[src/rtl/fsk_slicer_pkg.sv]
package fsk_slicer_pkg;

    // Averaging window length for a given select code: 2, 4, 8, 16 ...
    function automatic int unsigned win_len(int unsigned sel);
        return 32'd2 << sel;
    endfunction

    // log2 of the window length, used as the arithmetic shift amount
    function automatic int unsigned win_shift(int unsigned sel);
        return sel + 32'd1;
    endfunction

endpackage

[src/rtl/fsk_edge_tracker.sv]
module fsk_edge_tracker #(
    parameter int SMP_W = 12
) (
    input  logic                    clk,
    input  logic                    rst_n,
    input  logic                    clr,
    input  logic                    vld,
    input  logic signed [SMP_W-1:0] smp,
    input  logic        [SMP_W-1:0] half,
    output logic                    push,
    output logic signed [SMP_W-1:0] mid
);
    localparam int XW = SMP_W + 2;

    typedef struct packed {
        logic signed [SMP_W-1:0] lvl;
        logic signed [SMP_W-1:0] hi;
        logic signed [SMP_W-1:0] lo;
        logic                    have_lvl;
        logic                    have_hi;
        logic                    have_lo;
    } trk_t;

    trk_t trk_d, trk_q;

    logic signed [XW-1:0] smp_x, lvl_x, half_x, pair_x, msum_x;
    logic                 up, dn;

    always_comb begin
        smp_x  = XW'(smp);
        lvl_x  = XW'(trk_q.lvl);
        half_x = $signed({2'b00, half});
        up     = trk_q.have_lvl && ((smp_x - lvl_x) > half_x);
        dn     = trk_q.have_lvl && ((lvl_x - smp_x) > half_x);
        pair_x = up ? XW'(trk_q.lo) : XW'(trk_q.hi);
        msum_x = smp_x + pair_x;
        mid    = SMP_W'(msum_x >>> 1);
        push   = vld && !clr && ((up && trk_q.have_lo) || (dn && trk_q.have_hi));

        trk_d = trk_q;
        if (clr) begin
            trk_d = '0;
        end else if (vld) begin
            if (!trk_q.have_lvl) begin
                trk_d.lvl      = smp;
                trk_d.have_lvl = 1'b1;
            end else if (up) begin
                trk_d.lvl     = smp;
                trk_d.hi      = smp;
                trk_d.have_hi = 1'b1;
            end else if (dn) begin
                trk_d.lvl     = smp;
                trk_d.lo      = smp;
                trk_d.have_lo = 1'b1;
            end
        end
    end

    always_ff @(posedge clk) begin
        if (!rst_n) trk_q <= '0;
        else        trk_q <= trk_d;
    end

    // Tracked level moves only on a valid sample
    assert_level_needs_valid_R3: assert property (@(posedge clk) disable iff (!rst_n)
        (!vld && !clr) |=> $stable(trk_q.lvl));

endmodule

[src/rtl/fsk_mid_window.sv]
module fsk_mid_window #(
    parameter int SMP_W = 12,
    parameter int SEL_W = 2
) (
    input  logic                    clk,
    input  logic                    rst_n,
    input  logic                    clr,
    input  logic                    push,
    input  logic signed [SMP_W-1:0] mid,
    input  logic        [SEL_W-1:0] sel,
    output logic signed [SMP_W-1:0] thr,
    output logic                    full
);
    import fsk_slicer_pkg::*;

    localparam int WIN_MAX = 2 << ((1 << SEL_W) - 1);
    localparam int AW      = $clog2(WIN_MAX);
    localparam int CNT_W   = AW + 1;
    localparam int SUM_W   = SMP_W + AW;

    typedef struct packed {
        logic [WIN_MAX-1:0][SMP_W-1:0] slot;
        logic [AW-1:0]                 wp;
        logic [CNT_W-1:0]              cnt;
    } win_t;

    win_t win_d, win_q;

    logic        [CNT_W-1:0] n_sel;
    logic        [SEL_W:0]   shamt;
    logic        [AW-1:0]    last;
    logic signed [SUM_W-1:0] term [WIN_MAX];
    logic signed [SUM_W-1:0] sum;

    assign n_sel = CNT_W'(win_len(int'(sel)));
    assign shamt = (SEL_W+1)'(win_shift(int'(sel)));
    assign last  = win_q.wp - AW'(1);

    for (genvar i = 0; i < WIN_MAX; i++) begin : g_term
        logic [AW-1:0] idx;
        assign idx     = win_q.wp - AW'(i + 1);
        assign term[i] = (CNT_W'(i) < n_sel) ? SUM_W'($signed(win_q.slot[idx])) : '0;
    end

    always_comb begin
        sum = '0;
        for (int k = 0; k < WIN_MAX; k++) sum = sum + term[k];
    end

    always_comb begin
        full = (win_q.cnt >= n_sel);
        if (full)                 thr = SMP_W'(sum >>> shamt);
        else if (win_q.cnt != '0) thr = $signed(win_q.slot[last]);
        else                      thr = '0;

        win_d = win_q;
        if (clr) begin
            win_d.wp  = '0;
            win_d.cnt = '0;
        end else if (push) begin
            win_d.slot[win_q.wp] = mid;
            win_d.wp             = win_q.wp + AW'(1);
            if (win_q.cnt != CNT_W'(WIN_MAX)) win_d.cnt = win_q.cnt + CNT_W'(1);
        end
    end

    always_ff @(posedge clk) begin
        if (!rst_n) win_q <= '0;
        else        win_q <= win_d;
    end

    // Full window stays full while the setting holds
    assert_settle_hold_R7: assert property (@(posedge clk) disable iff (!rst_n)
        (full && !clr) |=> (full || (sel != $past(sel))));

    // Window can only become full on a captured midpoint
    assert_settle_on_push_R7: assert property (@(posedge clk) disable iff (!rst_n)
        ($rose(full) && $stable(sel)) |-> $past(push));

endmodule

[src/rtl/fsk_slicer.sv]
module fsk_slicer #(
    parameter int SMP_W = 12,
    parameter int SEL_W = 2,
    parameter int OFS_W = 8
) (
    input  logic                    clk,
    input  logic                    rst_n,
    input  logic                    rx_en,
    input  logic                    smp_valid,
    input  logic signed [SMP_W-1:0] smp_freq,
    input  logic        [SMP_W-1:0] dev_cfg,
    input  logic        [SEL_W-1:0] avg_sel,
    output logic                    bit_out,
    output logic                    settled,
    output logic signed [OFS_W-1:0] freq_ofs
);
    localparam logic signed [SMP_W-1:0] OFS_HI = SMP_W'((1 << (OFS_W - 1)) - 1);
    localparam logic signed [SMP_W-1:0] OFS_LO = SMP_W'(-(1 << (OFS_W - 1)));

    logic                    clr;
    logic        [SMP_W-1:0] half;
    logic                    push;
    logic signed [SMP_W-1:0] mid;
    logic signed [SMP_W-1:0] thr;
    logic                    full;
    logic                    bit_d, bit_q;

    assign clr  = !rx_en;
    assign half = dev_cfg >> 1;

    fsk_edge_tracker #(.SMP_W(SMP_W)) i_tracker (
        .clk  (clk),
        .rst_n(rst_n),
        .clr  (clr),
        .vld  (smp_valid),
        .smp  (smp_freq),
        .half (half),
        .push (push),
        .mid  (mid)
    );

    fsk_mid_window #(.SMP_W(SMP_W), .SEL_W(SEL_W)) i_window (
        .clk  (clk),
        .rst_n(rst_n),
        .clr  (clr),
        .push (push),
        .mid  (mid),
        .sel  (avg_sel),
        .thr  (thr),
        .full (full)
    );

    always_comb begin
        bit_d = bit_q;
        if (clr)            bit_d = 1'b0;
        else if (smp_valid) bit_d = (smp_freq > thr);

        if (thr > OFS_HI)      freq_ofs = OFS_W'(OFS_HI);
        else if (thr < OFS_LO) freq_ofs = OFS_W'(OFS_LO);
        else                   freq_ofs = OFS_W'(thr);
    end

    always_ff @(posedge clk) begin
        if (!rst_n) bit_q <= 1'b0;
        else        bit_q <= bit_d;
    end

    assign bit_out = bit_q;
    assign settled = full;

    // Idle cycles leave the decision untouched
    assert_idle_hold_R10: assert property (@(posedge clk) disable iff (!rst_n)
        (rx_en && !smp_valid) |=> $stable(bit_out));

    // Disabling reception clears every output
    assert_disable_clear_R9: assert property (@(posedge clk) disable iff (!rst_n)
        !rx_en |=> (!bit_out && !settled && (freq_ofs == '0)));

    // Midpoints are only captured from a valid enabled sample
    assert_push_valid_R4: assert property (@(posedge clk) disable iff (!rst_n)
        push |-> (smp_valid && rx_en));

endmodule

[config.mk]
export PLATFORM = sky130hd
export DESIGN_NAME = fsk_slicer
export DESIGN_NICKNAME = d
export VERILOG_FILES = /design/src/rtl/fsk_slicer_pkg.sv /design/src/rtl/fsk_edge_tracker.sv /design/src/rtl/fsk_mid_window.sv /design/src/rtl/fsk_slicer.sv
export SDC_FILE = /design/constraint.sdc
export NUM_CORES = 1
export LEC_CHECK = 0
export ABC_AREA = 1
export BUFFER_PORTS_ARGS = -buffer_cell sky130_fd_sc_hd__buf_2
export CORE_MARGIN = 4
export CORE_UTILIZATION = 45
export CTS_BUF_LIST = sky130_fd_sc_hd__clkbuf_8
export CTS_CLUSTER_SIZE = 12
export DETAILED_ROUTE_END_ITERATION = 10
export GPL_ROUTABILITY_DRIVEN = 1
export SLEW_MARGIN = 20
export SYNTH_ARGS = -nofsm -noshare
export SYNTH_HDL_FRONTEND = slang
export SYNTH_SLANG_ARGS = --single-unit
export TNS_END_PERCENT = 1
[constraint.sdc]
create_clock -name clk -period 15.9 [get_ports clk]
set_clock_uncertainty 0.15 [all_clocks]
set_input_delay 2.385 -clock clk [delete_from_list [all_inputs] [get_ports clk]]
set_output_delay 2.385 -clock clk [all_outputs]
set_load 0.02 [all_outputs]
==> results of run 1 <==
## worst paths after layout
| kind | start | to | cells after the start | slack, ns |
|---|---|---|---|---|
| worst max register to register | i_window.win_q[6]$_SDFFE_PN0P_ | bit_out$_SDFFE_PN0P_ | 42 | 5.28 |
| worst min-delay path | i_tracker.trk_q[23]$_SDFFE_PN0P_ | i_tracker.trk_q[23]$_SDFFE_PN0P_ | 2 | 0.30 |
| worst max-delay path | avg_sel[0] | freq_ofs[6] | 38 | 2.53 |
| worst min register to register | i_tracker.trk_q[23]$_SDFFE_PN0P_ | i_tracker.trk_q[23]$_SDFFE_PN0P_ | 2 | 0.30 |
## per-stage QoR
stage,utilization (%),setup slack [ns]
2_1_floorplan,-,3.634
3_3_place_gp,46.32,2.604
3_5_place_dp,46.32,2.576
4_1_cts,48.03,2.547
5_1_grt,48.03,1.874
6_report,48.03,2.529
## power groups by stage
| stage | Sequential (mW) | Combinational [mW] | Clock [mW] |
|---|---|---|---|
| 3_5_place_dp | 0.621 | 0.194 | 0 |
| 6_report | 0.608 | 0.197 | 0.679 |
| 5_1_grt | 0.608 | 0.218 | 0.719 |
| 2_1_floorplan | 0.621 | 0.133 | 0 |
| 4_1_cts | 0.608 | 0.195 | 0.693 |
| 3_3_place_gp | 0.621 | 0.194 | 0 |
## logic make-up (layout without fill, tap and decap cells)
group | Yosys count | after routing
adder cells (fa/ha/maj) | 290 | 290
other | 0 | 1
buffers and inverters | 909 | 837
AND/OR/NAND/NOR | 1427 | 1427
flip-flops | 241 | 241
XOR/XNOR | 38 | 38
multiplexers | 100 | 100
AO/OA/AOI/OAI | 1169 | 1169
## per-layer routing
metal	routed length [µm]	vias up	share of wire (%)	GRT usage (%)
met1	42150	12280	44	40.71
met2	42450	1029	44	47.31
li1	-	13190	-	-
met4	3607	0	3.8	9.237
met5	0	-	0	0
met3	7697	223	8.0	4.178
## cell usage after synthesis, drive strengths merged, types with 4 or more instances
cell,n
nand2,987
a31oi,4
inv,661
dfxtp,241
o211ai,54
fa,179
a21oi,347
clkbuf,148
o22ai,4
nand4,14
xnor2,7
nor2,177
nand3,225
or2,12
o21a,15
xor2,31
o21bai,23
mux2i,100
nor3,6
buf,99
a211oi,4
ha,111
o21ai,706
## sequential cells by signal, summed over array words and instances, names as in the netlist
name,flops
i_window.win_q,201
bit_out,1
i_tracker.trk_q,27
i_tracker.lvl_x,12
## tightest hold or removal path: cells and delay by family (launching register included)
kind / cells / cell delay, ns
compound gates: 1 / 0.05
buf+inv: 1 / 0.06
flops: 1 / 0.30
## area by class of cell
| type | count | area share (%) |
|---|---|---|
| sequential | 241 | 17.05 |
| clock buffer | 59 | 2.864 |
| multi-input combinational | 3024 | 65.12 |
| timing repair buffer | 88 | 2.083 |
| antenna | 1 | 0.008827 |
| inverter | 662 | 8.770 |
| clock inverter | 28 | 0.6973 |
| tap | 773 | 3.412 |
==> results.md, run 1 <==
* Status: completed
* Via density at 5.479
* Internal cell power at 1.034 mW
* Clock transition at the registers of the reported paths at 0.06 ns
* Hold_ws at 0.3049 ns
* Pin count of the biggest net entering global routing at 186
* Adder-cell share of the synthesized area at 18.51%
* Post-Syn Area at 26860 µm²
* Leak pwr at 13.68 nW
* Core area at 59020 µm²
* XOR/XNOR Fraction of Synth Area at 1.309%
* # port buffers at 38
* Relative slew margins at 25.74%
* Worst Hold Class: register to register
* Die Y at 252.3 µm
* Comb pwr share at 13.3%
* Critical path class: primary input to output port
* DR iter-0 viols at 2638
* Slew Limit Fails at 0
* Max-Cap Viols at 0
* Clk Latency, worst-skew pair at 0.66 ns
* Htree depth at 2
* Critical Path Start Type: primary input
* Global Route Usage Sum at 29.28%
* Gpl congestion at 0.9565
* Top cell type's share of synthesized area at 17.96%
* Least-Margin Pin Slew at 1.102 ns
* Initial Util at 45.51%
* CP Buf/Inv Count at 12
* Synth Area in Compound Gates at 23.04%
* IO Count at 40
* CTS sink cnt at 241
* Sw frac at 30.28%
* Maximum clock frequency at 0.07479 GHz
* Setup bufs post-CTS at 0
* Largest area contributor in the netlist: dfxtp_1
* Hold-fix buffers, CTS at 0
* Via Count at 26.72k
* Seq cells post-synth at 241
* Slowest cell on crit path: fa_1
* CTS Buf Count at 47
* Main synth FF type: dfxtp_1
* Total power after layout at 1.484 mW
* RSZ-0062 raised after global routing: false
* Share of cells above drive strength 1 at 5.802%
* YS warnings at 0
* Initial antenna violation count at 1
* Area contributors post-synth: dfxtp_1 18%, nand2_1 14%, fa_1 13%
* Fillers at 6247
* Peak supply drop at 77.24 µV
* Syn nets at 4494
* Area Growth Syn to Fin at 5.543%
* Placed cells at 4788
* Sequential power share at 41.0%
* Final worst path period share at 84.09%
* Post-Route WL at 95.91 mm
* Crit Path Max Fanout at 25
* Most frequent cells in the layout: 970 x nand2_1, 688 x o21ai_0, 672 x inv_1
* Residual DRC count at 0
* Clock Power Share at 45.7%
* Crit end category: output port
* Crit-path max cell delay at 0.59 ns
* Final ANT Viol Nets at 0
* TNS Setup at 0 ns
* Post-synth EDFFs at 0
* Post_cts resized at 0
* Hpwl dp at 69.41 mm
* Register area share after synthesis at 17.96%
* Final setup violating endpoints at 0
* Commonest non-fill, non-tap cell in the layout: nand2_1
* Placement Rows at 89
* CTS Root Cell: clkbuf_8
* Fin crit period at 13.37 ns
* Fin cells at 4876
* Cell area after placement at 27340 µm²
* Switch Pwr at 0.4493 mW
* Final Hold Fails at 0
* CP delay by family, top: adder cells
* Drt first pass iters at 7
* Die width at 252.3 µm
* Grt ovf at 0
* Die ar. at 63660 µm²
* Pwr dens at 52.34 nW/µm²
* Finished Cell Area at 28350 µm²
* Routed length per instance at 19.67 µm
* Library cells used by synthesis at 55
* First-pass GRT wire length at 144.1 mm
* Critical path arrival at 10.84 ns
* Req. time, crit path at 13.37 ns
* CTS tree: built
* Synthesized area per cell at 6.435 µm²
* Ys async rst share at 0%
* Multi-input gate area at 18460 µm²
* CP most frequent cell: inv_1
* Register area at 4833 µm²
* Synthesized instance count at 4174
* Main combinational cell family by area after synthesis: compound AO/OA/AOI/OAI gates
* Final net count at 4384
* Clock Path Buffers at 3
* Simple-Gate Fraction of Synth Area at 22.00%
* Multiplexer share of the synthesized area at 3.726%
* Vias in the first global route at 24.03k
Note: power is estimated with default switching activity, not from simulation.
==> run 2: changes to the inputs <==
clock period = 11.4 ns   (was 15.9 ns; I/O delays follow)
==> results.md, run 2 (synthesized netlist as in run 1, its figures left out) <==
* Fin crit period at 10.89 ns
* DR iter-0 viols at 2382 (-9.7%)
* # port buffers at 38 (unchanged)
* Vias in the first global route at 23.78k (-1.0%)
* Crit end category: output port
* Critical path class: register to output port
* Peak supply drop at 85.33 µV (+10%)
* Critical Path Stages at 35 (-7.9%)
* Critical Path Start Type: register
* Crit Path Max Fanout at 28 (+12%)
* Final setup violating endpoints at 0 (unchanged)
* Hold-fix buffers, CTS at 0 (unchanged)
* Most frequent cells in the layout: 970 x nand2_1, 686 x o21ai_0, 666 x inv_1
* Final worst path period share at 95.50%
* CTS tree: built
* Gpl congestion at 0.9839 (+2.9%)
* IO Count at 40 (unchanged)
* R2R depth at 45 (+7.1%)
* CP Buf/Inv Count at 10 (-2)
* Final Hold Fails at 0 (unchanged)
* Slowest cell on crit path: fa_1
* Global Route Usage Sum at 28.86% (-0.42 points)
* Status: completed
* CP delay by family, top: adder cells
* Final ANT Viol Nets at 0 (unchanged)
* Htree depth at 2 (unchanged)
* CTS sink cnt at 241 (unchanged)
* Die Y at 252.3 µm (unchanged)
* Total power after layout at 2.002 mW (+35%)
* Pwr dens at 70.09 nW/µm² (+34%)
* Commonest non-fill, non-tap cell in the layout: nand2_1
* Number of flip-flops in the largest register at 201 (unchanged)
* Residual DRC count at 0 (unchanged)
* Grt ovf at 0 (unchanged)
* Max-Cap Viols at 0 (unchanged)
* Final net count at 4409 (+0.57%)
* Routed length per instance at 19.49 µm (-0.91%)
* Die ar. at 63660 µm² (unchanged)
* CTS Buf Count at 47 (unchanged)
* Critical path arrival at 9.03 ns (-1.81 ns)
* CTS Root Cell: clkbuf_8
* Drt first pass iters at 10 (+3)
* Die width at 252.3 µm (unchanged)
* Via Count at 26.47k (-0.92%)
* Fin cells at 4890 (+0.29%)
* Leak pwr at 13.75 nW (+0.55%)
* First-pass GRT wire length at 141.9 mm (-1.5%)
* Relative slew margins at 25.12% (-0.62 points)
* Fillers at 6253 (+0.096%)
* Initial Util at 45.51% (unchanged)
* Pin count of the biggest net entering global routing at 178 (-4.3%)
* Clock Path Buffers at 3 (unchanged)
* Slew Limit Fails at 0 (unchanged)
* Share of cells above drive strength 1 at 6.244% (+0.44 points)
* Hpwl dp at 71.46 mm (+3.0%)
* Maximum clock frequency at 0.09186 GHz
* Pre-CTS setup slack at 0.4642 ns (-2.112 ns)
* Largest Register: i_window.win_q
* Fin worst setup slack at 0.5134 ns (-2.016 ns)
* Clock transition at the registers of the reported paths at 0.06 ns (about the same)
* Crit-path max cell delay at 0.62 ns (+0.03 ns)
* Worst Hold Class: register to register
* Slack of the worst reg-to-reg path at 2.13 ns (-3.15 ns)
* Post-Route WL at 95.31 mm (-0.62%)
* Initial antenna violation count at 4 (+3)
* Placement Rows at 89 (unchanged)
* Clk Latency, worst-skew pair at 0.64 ns (-0.02 ns)
* Via density at 5.413 (-1.2%)
* Placed cells at 4804 (+0.33%)
* Core area at 59020 µm² (unchanged)
* WHS Path Cells at 2 (unchanged)
* Least-Margin Pin Slew at 1.123 ns (+0.02102 ns)
* Area Growth Syn to Fin at 6.307%
* Req. time, crit path at 9.54 ns (-3.83 ns)
run 2: final timing paths:
kind                                    startpoint                                to
setup / recovery    i_window.win_q[7]$_SDFFE_PN0P_                       freq_ofs[6]
hold / removal    i_tracker.trk_q[23]$_SDFFE_PN0P_  i_tracker.trk_q[23]$_SDFFE_PN0P_
setup reg to reg    i_window.win_q[7]$_SDFFE_PN0P_              bit_out$_SDFFE_PN0P_
hold reg to reg   i_tracker.trk_q[23]$_SDFFE_PN0P_  i_tracker.trk_q[23]$_SDFFE_PN0P_
run 2: power breakdown:
group	switching [mW]	total (mW)	internal (mW)
registers	0.00217	0.848	0.846
clock network	0.405	0.874	0.469
logic	0.194	0.280	0.0856
run 2: timing repair:
action | CTS | global route
endpoints found under the setup margin | 0 | 7
gates resized for setup | 0 | 17
setup buffers | 0 | 7
run 2: area by class of cell:
cell class | instances | area [µm²] | share of cell area [%]
Clock buffer | 57 | 784.5 | 2.747
Multi-Input combinational cell | 3024 | 18480 | 64.70
Clock inverter | 19 | 110.1 | 0.3856
Inverter | 662 | 2500 | 8.755
Timing Repair inverter | 1 | 5.005 | 0.01753
Timing Repair Buffer | 112 | 877.1 | 3.072
Tap cell | 773 | 967.2 | 3.387
Sequential cell | 241 | 4833 | 16.93
Antenna cell | 1 | 2.502 | 0.008763
run 2: worst register-to-register path: cells and delay by family, from the launching register on:
kind,cells,cell delay (ns)
adders and majority gates,10,4.19
and+or+nand+nor,19,1.98
buffers and inverters,12,1.75
DFF,1,0.55
AOI/OAI and AO/OA,4,0.55
run 2: layer usage:
metal	GRT usage [%]	routed length, µm
met1	39.17	41270
met2	45.51	42390
met3	5.217	6909
met4	12.07	4697
met5	0	39
run 2: metrics by stage:
stage | instance area, µm² | utilization [%] | hold WS (ns) | TNS, ns
floorplan | 26860 | - | 0.2745 | 0
global placement | 27520 | 46.63 | 0.2883 | 0
detailed placement | 27520 | 46.63 | 0.2908 | 0
CTS | 28410 | 48.14 | 0.2997 | 0
global route | 28550 | 48.38 | 0.3315 | -0.005651
finish | 28550 | 48.38 | 0.3034 | 0
